--- src/rtl/winbr_pkg.sv ---
package winbr_pkg;
   localparam int ADDR_W    = 8;
   localparam int BYTE_W    = 8;
   localparam int WORD_W    = 32;
   localparam int POS_ADDR  = 0;
   localparam int POS_WDATA = 8;
   localparam int POS_OP    = 16;
   localparam int POS_BUSY  = 23;
   localparam int POS_RDATA = 24;

   typedef struct packed {
      logic              is_wr;
      logic [BYTE_W-1:0] wdata;
      logic [ADDR_W-1:0] addr;
   } winbr_cmd_t;
endpackage

--- src/rtl/winbr_sequencer.sv ---
module winbr_sequencer
   import winbr_pkg::*;
#(
   parameter int LATENCY = 4
) (
   input  logic       clk,
   input  logic       rst_n,
   input  logic       launch,
   input  winbr_cmd_t cmd_in,
   output winbr_cmd_t cmd_q,
   output logic       busy,
   output logic       done
);
   initial begin
      assert (LATENCY >= 1) else $error("LATENCY must be at least 1");
   end

   logic accept;
   assign accept = launch && !busy;

   always_ff @(posedge clk or negedge rst_n) begin
      if (!rst_n) begin
         cmd_q <= '0;
      end else if (accept) begin
         cmd_q <= cmd_in;
      end
   end

   generate
      if (LATENCY == 1) begin : g_single
         always_ff @(posedge clk or negedge rst_n) begin
            if (!rst_n)      busy <= 1'b0;
            else if (accept) busy <= 1'b1;
            else if (busy)   busy <= 1'b0;
         end
         assign done = busy;
      end else begin : g_count
         localparam int CNT_W = $clog2(LATENCY);
         localparam logic [CNT_W-1:0] CNT_LOAD = CNT_W'(LATENCY - 1);
         logic [CNT_W-1:0] cnt;

         always_ff @(posedge clk or negedge rst_n) begin
            if (!rst_n) begin
               busy <= 1'b0;
               cnt  <= '0;
            end else if (accept) begin
               busy <= 1'b1;
               cnt  <= CNT_LOAD;
            end else if (busy) begin
               if (cnt == '0) busy <= 1'b0;
               else           cnt  <= cnt - 1'b1;
            end
         end
         assign done = busy && (cnt == '0);

         assert_cnt_bound_R4: assert property (@(posedge clk) disable iff (!rst_n)
            cnt <= CNT_LOAD);
      end
   endgenerate

   assert_busy_launch_R3: assert property (@(posedge clk) disable iff (!rst_n)
      (launch && !busy) |=> busy);
   assert_ignore_busy_R7: assert property (@(posedge clk) disable iff (!rst_n)
      busy |=> $stable(cmd_q));
endmodule

--- src/rtl/winbr_bank.sv ---
module winbr_bank
   import winbr_pkg::*;
#(
   parameter int DEPTH = 64
) (
   input  logic              clk,
   input  logic              rst_n,
   input  logic              wr_en,
   input  logic [ADDR_W-1:0] addr,
   input  logic [BYTE_W-1:0] wdata,
   output logic [BYTE_W-1:0] rdata
);
   initial begin
      assert (DEPTH >= 1 && DEPTH <= (1 << ADDR_W))
         else $error("DEPTH must fit the address field");
   end

   logic [BYTE_W-1:0] regs [DEPTH];
   logic              in_range;
   assign in_range = ({1'b0, addr} < (ADDR_W+1)'(DEPTH));

   genvar gi;
   generate
      for (gi = 0; gi < DEPTH; gi++) begin : g_reg
         always_ff @(posedge clk or negedge rst_n) begin
            if (!rst_n)
               regs[gi] <= '0;
            else if (wr_en && in_range && (addr == ADDR_W'(gi)))
               regs[gi] <= wdata;
         end
      end
   endgenerate

   always_comb begin
      rdata = '0;
      for (int i = 0; i < DEPTH; i++) begin
         if (in_range && (addr == ADDR_W'(i))) rdata = regs[i];
      end
   end

   assert_bank_store_R6: assert property (@(posedge clk) disable iff (!rst_n)
      (wr_en && in_range) |=> (rdata == $past(wdata)) || (addr != $past(addr)));
endmodule

--- src/rtl/winbr_bridge.sv ---
module winbr_bridge
   import winbr_pkg::*;
#(
   parameter int LATENCY    = 4,
   parameter int BANK_DEPTH = 64
) (
   input  logic        clk,
   input  logic        rst_n,
   input  logic        host_we,
   input  logic [31:0] host_wdata,
   output logic [31:0] host_rdata
);
   initial begin
      assert (WORD_W == 32) else $error("window word must be 32 bits");
   end

   winbr_cmd_t        cmd_in, cmd_q;
   logic              busy, done;
   logic [BYTE_W-1:0] bank_rdata, rd_q;
   logic              unused_host_bits;

   assign cmd_in.addr  = host_wdata[POS_ADDR  +: ADDR_W];
   assign cmd_in.wdata = host_wdata[POS_WDATA +: BYTE_W];
   assign cmd_in.is_wr = host_wdata[POS_OP];
   assign unused_host_bits = ^host_wdata[WORD_W-1:POS_OP+1];

   winbr_sequencer #(.LATENCY(LATENCY)) u_seq (
      .clk    (clk),
      .rst_n  (rst_n),
      .launch (host_we),
      .cmd_in (cmd_in),
      .cmd_q  (cmd_q),
      .busy   (busy),
      .done   (done)
   );

   winbr_bank #(.DEPTH(BANK_DEPTH)) u_bank (
      .clk   (clk),
      .rst_n (rst_n),
      .wr_en (done && cmd_q.is_wr),
      .addr  (cmd_q.addr),
      .wdata (cmd_q.wdata),
      .rdata (bank_rdata)
   );

   always_ff @(posedge clk or negedge rst_n) begin
      if (!rst_n)                   rd_q <= '0;
      else if (done && !cmd_q.is_wr) rd_q <= bank_rdata;
   end

   assign host_rdata = {rd_q, busy, 6'b0, cmd_q.is_wr, cmd_q.wdata, cmd_q.addr};

   assert_read_capture_R5: assert property (@(posedge clk) disable iff (!rst_n)
      (done && !cmd_q.is_wr) |=> (host_rdata[POS_RDATA +: BYTE_W] == $past(bank_rdata)));
   assert_write_keeps_rd_R9: assert property (@(posedge clk) disable iff (!rst_n)
      (done && cmd_q.is_wr) |=> $stable(rd_q));
endmodule

--- config.mk ---
export PLATFORM = sky130hd
export DESIGN_NAME = winbr_bridge
export DESIGN_NICKNAME = d
export VERILOG_FILES = /design/src/rtl/winbr_pkg.sv /design/src/rtl/winbr_sequencer.sv /design/src/rtl/winbr_bank.sv /design/src/rtl/winbr_bridge.sv
export SDC_FILE = /design/constraint.sdc
export NUM_CORES = 1
export LEC_CHECK = 0
export ABC_AREA = 1
export BUFFER_PORTS_ARGS = -buffer_cell sky130_fd_sc_hd__buf_2
export CORE_AREA = 2 2 402 205
export DETAILED_ROUTE_END_ITERATION = 16
export DIE_AREA = 0 0 404 207
export GPL_TIMING_DRIVEN = 0
export PLACE_DENSITY = 0.44
export SYNTH_ARGS = -nofsm -noshare
export SYNTH_HDL_FRONTEND = slang
export SYNTH_SLANG_ARGS = --single-unit
--- constraint.sdc ---
create_clock -name clk -period 9 [get_ports clk]
set_clock_uncertainty 0.2 [all_clocks]
set_input_delay 1.35 -clock clk [delete_from_list [all_inputs] [get_ports clk]]
set_output_delay 1.35 -clock clk [all_outputs]
set_load 0.02 [all_outputs]
==> results of run 1 <==
## layout make-up
class	instances	area share [%]
diodes	3	0.0275
plain buffers	146	2.15
clock buffers	70	5.49
clock inverters	22	0.869
inverters	195	2.68
multi-input cells	2057	33.1
flip-flops and latches	540	49.4
well taps	1064	4.87
repair buffers	51	1.42
## through the flow
step / power, uW / std cells / utilization [%] / setup slack (ns)
CTS: 6210 / 4145 / 34.0 / 1.99
floorplan: 3130 / 2938 / - / 5.46
global route: 6410 / 4145 / 34.0 / 1.40
detailed placement: 3910 / 4053 / 31.9 / 2.02
finish: 6170 / 4148 / 34.0 / 1.67
global placement: 3900 / 4047 / 31.6 / -5.07
## power by group through the flow
stage                     Combinational (uW)  Sequential (uW)  Clock (uW)
after floorplan                          483             2650           0
after global placement                  1300             2600           0
after detailed placement                1310             2600           0
after CTS                               1310             2550        2350
after global routing                    1390             2560        2450
final                                   1320             2550        2300
## state kept, by name (all words and copies together) (netlist names)
register	cells
u_seq.busy	1
rd_q	8
u_bank.regs	512
u_seq.cmd_q	17
u_seq.g_count.cnt	2
## routing by layer
layer	vias up	part of all wire (%)	global-route usage, %
li1	9754	-	-
met5	-	0	0
met4	0	1.3	2.99
met3	86	7.6	4.15
met1	10383	55	34.5
met2	643	36	24.6
## Yosys cell counts, types with 2 or more instances
cell,n
a21oi_1,97
nand2_2,3
o22ai_1,5
inv_2,14
or2_2,18
nand2_1,1044
dfrtp_1,540
nor2_4,2
clkinv_1,3
buf_4,7
o21ai_1,2
nor2_8,2
nor2_2,11
nor2_1,149
nand3_1,21
nor3_1,4
buf_2,2
clkbuf_1,135
inv_1,178
o21ai_0,578
nand4_1,110
## worst register-to-register path: cells and delay by family, from the launching register on
kind,cells,cell delay (ns)
DFF,1,0.45
buffers and inverters,1,0.13
and+or+nand+nor,35,5.98
AOI/OAI and AO/OA,2,0.46
## final timing paths
kind / endpoint / slack, ns / depth (start not counted)
worst min-delay path: u_bank.regs[224] / 0.28 / 2
max in group asynchronous: u_bank.regs[106] / 6.75 / 3
worst max register to register: rd_q[2] / 1.67 / 38
min in group asynchronous: u_bank.regs[347] / 0.39 / 1
worst max-delay path: rd_q[2] / 1.67 / 38
worst min register to register: u_bank.regs[224] / 0.28 / 2
## logic make-up after synthesis
family	count (synthesis)
buf+inv	341
fa+ha+maj	1
compound gates	683
flops	540
other cells	1
simple gates	1367
==> impl_metrics.json, run 1 <==
{
  "yosysSeqAreaShare_pct": 56.6,
  "grt_use_total_pct": 20.0,
  "yosys.area_share.simple_pct": 23.4,
  "clock_latency_ns": 0.60,
  "synth_top_family_by_area": "simple AND/OR/NAND/NOR gates",
  "clk_path_buf_depth": 3,
  "final_cell_mix": "nand2_1, o21ai_0, dfrtp_1",
  "ir_drop_uv": 132,
  "p_leak_uw": 0.0121,
  "synth_fa_ha_area_share_pct": 0.0524,
  "ys.flop_type": "dfrtp_1",
  "regArea_um2": 13500,
  "drtAntennaViolNets": 0,
  "critPathLaunch": "u_seq.cmd_q[0]",
  "start_kind": "flop",
  "die_h_um": 207,
  "synthMuxAreaShare_pct": 0,
  "antenna_found_initial": 4,
  "routed_wl_mm": 83.8,
  "ys_seq_elements": 540,
  "drive_gt1_share_pct": 6.49,
  "yosys.area.top_type": "dfrtp_1",
  "via_per_inst": 5.03,
  "finalWeightedCongestion": 0.873,
  "period_minus_slack_ns": 7.33,
  "multi_input_area_um2": 9050,
  "postSynthCellCount": 2933,
  "worstHoldPathType": "reg2reg",
  "grt_pass1_wl_mm": 127,
  "drtIter0Drc": 2194,
  "cp_common_cell": "nand4_1",
  "drc_errors": 0,
  "cts_buffers": 50,
  "yosysWarnings": 0,
  "grt_pass1_vias": 19896,
  "vias": 20866,
  "syn_avg_cell_area_um2": 8.13,
  "timing.fmax_mhz": 136,
  "pwr-share-comb_pct": 21.4,
  "critPathTopFamily": "simple AND/OR/NAND/NOR gates",
  "worst-path-buf-inv": 1,
  "run_status": "finished clean",
  "power.switching_uw": 2170,
  "holdWs_ns": 0.276,
  "p_int_uw": 4000,
  "grt_start_max_net_pins": 116,
  "cpPeakStageDelay_ns": 0.45,
  "critPathMaxFanout": 8,
  "io_buffers": 45,
  "r2r-start": "u_seq.cmd_q[0]",
  "path_class": "reg2reg",
  "rsz0062_at_grt": "no",
  "synth_cell_types": 29,
  "die-area_um2": 83600,
  "endpoint_kind": "flop",
  "clk_pin_slew_ns": 0.07,
  "fin_nets": 3077,
  "hold_path.startpoint": "u_bank.regs[224]",
  "gr-total-overflow": 0,
  "fill_cells": 8517,
  "dr.pass1.iters": 7,
  "crit_slowest_cell": "dfrtp_1",
  "synth.top_cells.by_area": "dfrtp_1, nand2_1, o21ai_0",
  "hold_viol_final": 0,
  "hpwl_mm": 61.7,
  "mostFrequentLayoutCell": "nand2_1",
  "slew_violations": 0,
  "areaGrowthSynthToFinish_pct": 14.6,
  "cts_sinks": 540,
  "cts_setup_buffers": 0,
  "synth_compound_area_share_pct": 14.4,
  "die_x_um": 404,
  "wl_per_cell_um": 20.2,
  "finalCritPeriodShare_pct": 81.4,
  "synth_edf_count": 0,
  "place_area_um2": 25600,
  "synth_xor_area_share_pct": 0,
  "num_io_pins": 67,
  "fin_area_um2": 27300,
  "swShare_pct": 35.1,
  "yosys.area.top_type_share_pct": 56.6,
  "cts_tree": "done",
  "p_per_area_nw_per_um2": 226,
  "slew_headroom_pct": 26.6,
  "synthArstFlopShare_pct": 100,
  "worst_pin_slew_ns": 1.10,
  "tns_ns": 0,
  "setup_viol": 0,
  "core_um2": 80400,
  "synth_area_um2": 23900,
  "crit_arrival_ns": 7.61,
  "cts-root-buf": "clkbuf_16",
  "ctsHtreeMaxLevel": 2,
  "ctsHoldBuffers": 0,
  "start_util_pct": 29.7,
  "cp.required_ns": 9.28,
  "post_cts_resized": 0,
  "pwr-share-clk_pct": 37.2,
  "rows": 74,
  "seqPwrFrac_pct": 41.4,
  "maxCapViolCount": 0
}
(Power assumes the default switching activity.)
==> run 2, diff against run 1 <==
- clock period: 9 -> 7.35 ns (I/O delays scaled with it)
==> run 2 against run 1 <==
Clock power rose by 22%. Sequential cell count did not move. Highest routed layer unchanged. Critical path depth did not move. Worst setup slack got worse by 1.5 ns. Sequential power rose by 22%. Largest cell class unchanged.
==> impl_metrics.json, run 2 (synthesis results as in run 1) <==
{
  "io_buffers": 45,
  "cts_buffers": 50,
  "rsz0062_at_grt": "no",
  "p_leak_uw": 0.0121,
  "core_um2": 80400,
  "top_regs": "u_bank.regs: 512 flops, u_seq.cmd_q: 17 flops, rd_q: 8 flops",
  "r2r_slack_ns": 0.22,
  "hold_viol_final": 0,
  "worst_pin_slew_ns": 1.10,
  "grt_start_max_net_pins": 116,
  "slew_headroom_pct": 26.7,
  "fill_cells": 8519,
  "ir_drop_uv": 162,
  "start_kind": "flop",
  "fin_nets": 3077,
  "grt.busiest_layer": "met1",
  "use_met2_pct": 24.6,
  "grt_pass1_wl_mm": 127,
  "multi_input_area_um2": 9050,
  "worstHoldPathType": "in2async",
  "final_cell_mix": "nand2_1, o21ai_0, dfrtp_1",
  "cts-root-buf": "clkbuf_16",
  "swShare_pct": 35.1,
  "dr.pass1.iters": 6,
  "crit_end": "rd_q[2]",
  "grt_use_total_pct": 20.0,
  "holdWs_ns": 0.142,
  "vias": 20856,
  "pwr-share-comb_pct": 21.4,
  "die_x_um": 404,
  "max_flop_register": "u_bank.regs",
  "routed_wl_mm": 83.8,
  "setup_viol": 0,
  "endpoint_kind": "flop",
  "maxCapViolCount": 0,
  "timing.fmax_mhz": 140,
  "crit_arrival_ns": 7.41,
  "num_io_pins": 67,
  "regArea_um2": 13500,
  "mostFrequentLayoutCell": "nand2_1",
  "reg2reg_depth": 38,
  "cpPeakStageDelay_ns": 0.44,
  "r2r_end": "rd_q[2]",
  "seqPwrFrac_pct": 41.4,
  "drc_errors": 0,
  "areaGrowthSynthToFinish_pct": 14.6,
  "tns_ns": 0,
  "run_status": "finished clean",
  "slew_violations": 0,
  "cts_tree": "done",
  "clk_pin_slew_ns": 0.07,
  "gr-total-overflow": 0,
  "r2r-start": "u_seq.cmd_q[1]",
  "hpwl_mm": 61.7,
  "crit_slowest_cell": "dfrtp_1",
  "grt_pass1_vias": 19896,
  "cts_sinks": 540,
  "cp_common_cell": "nand4_1",
  "p_int_uw": 4900,
  "ctsHtreeMaxLevel": 2,
  "p_per_area_nw_per_um2": 276,
  "period_minus_slack_ns": 7.13,
  "clk_path_buf_depth": 3,
  "drive_gt1_share_pct": 6.56,
  "grt_use_met1_pct": 34.5,
  "via_per_inst": 5.03,
  "die_h_um": 207,
  "start_util_pct": 29.7,
  "cp.required_ns": 7.63,
  "largest_register_ff_count": 512,
  "critPathLaunch": "u_seq.cmd_q[1]",
  "rows": 74,
  "path_class": "reg2reg",
  "finalWeightedCongestion": 0.873,
  "grt_util_met3_pct": 4.15,
  "pwr-share-clk_pct": 37.2,
  "final_core_util_pct": 34.0,
  "power.switching_uw": 2650,
  "critPathMaxFanout": 9,
  "wl_per_cell_um": 20.2,
  "antenna_found_initial": 4,
  "clock_latency_ns": 0.60,
  "die-area_um2": 83600,
  "finalCritPeriodShare_pct": 97.1,
  "drtIter0Drc": 2203,
  "drtAntennaViolNets": 0
}
-- run 2: cell types whose count changed in the layout (fill, tap and decap cells not counted) --
cell | before | now
nor2_1 | 149 | 148
diode_2 | 3 | 1
nand2_1 | 1044 | 1043
nand2_2 | 3 | 4
nor2_2 | 11 | 12
-- run 2: critical path: cells and delay by family (launching register included) --
kind	cells	cell delay, ns
AO/OA/AOI/OAI	2	0.46
flip-flops	1	0.44
AND/OR/NAND/NOR	35	5.73
buffers and inverters	1	0.17
-- run 2: area by class of cell --
class	instances	area share (%)
Sequential cell	540	49.4
Multi-Input combinational cell	2057	33.1
Clock buffer	70	5.49
Tap cell	1064	4.87
Inverter	195	2.68
Buffer	146	2.15
Timing Repair Buffer	51	1.42
Clock inverter	22	0.869
Antenna cell	1	0.00915
-- run 2: power groups by stage --
| stage | logic [uW] | clock network, uW | registers, uW |
|---|---|---|---|
| after floorplan | 591 | 0 | 3240 |
| after global placement | 1590 | 0 | 3180 |
| after detailed placement | 1610 | 0 | 3180 |
| after CTS | 1610 | 2870 | 3120 |
| after global routing | 1710 | 3000 | 3130 |
| final | 1620 | 2810 | 3120 |
-- run 2: how the worst min path moves through the flow --
stage,cells past startpoint,from,to,slack (ns)
after floorplan,2,u_bank.regs[276],u_bank.regs[276],0.25
after global placement,2,u_bank.regs[319],u_bank.regs[319],0.26
after detailed placement,2,rd_q[0],rd_q[0],0.27
after CTS,1,rst_n,u_bank.regs[347],0.12
after global routing,1,rst_n,u_bank.regs[339],0.12
final,1,rst_n,u_bank.regs[347],0.14
-- run 2: what timing repair did --
item | 4_1_cts | 5_1_grt
setup endpoints to repair | 0 | 3
hold buffers | 0 | 0
resized for setup | 0 | 2
buffers inserted | 0 | 0
-- run 2: stage by stage --
step / cells / instance area, um2 / total power (uW) / worst slack [ns]
global route: 4145 / 27300 / 7850 / 0.0398
global placement: 4047 / 25400 / 4770 / -6.47
floorplan: 2938 / 23900 / 3840 / 3.81
finish: 4146 / 27300 / 7550 / 0.216
detailed placement: 4053 / 25600 / 4780 / 0.370
CTS: 4145 / 27300 / 7610 / 0.340
-- run 2: layer usage --
| layer | share of wire (%) | vias up | routed length (um) |
|---|---|---|---|
| li1 | - | 9760 | - |
| met1 | 55 | 10328 | 46100 |
| met2 | 36 | 673 | 30100 |
| met3 | 7.7 | 95 | 6490 |
| met4 | 1.4 | 0 | 1150 |
| met5 | 0 | - | 0 |
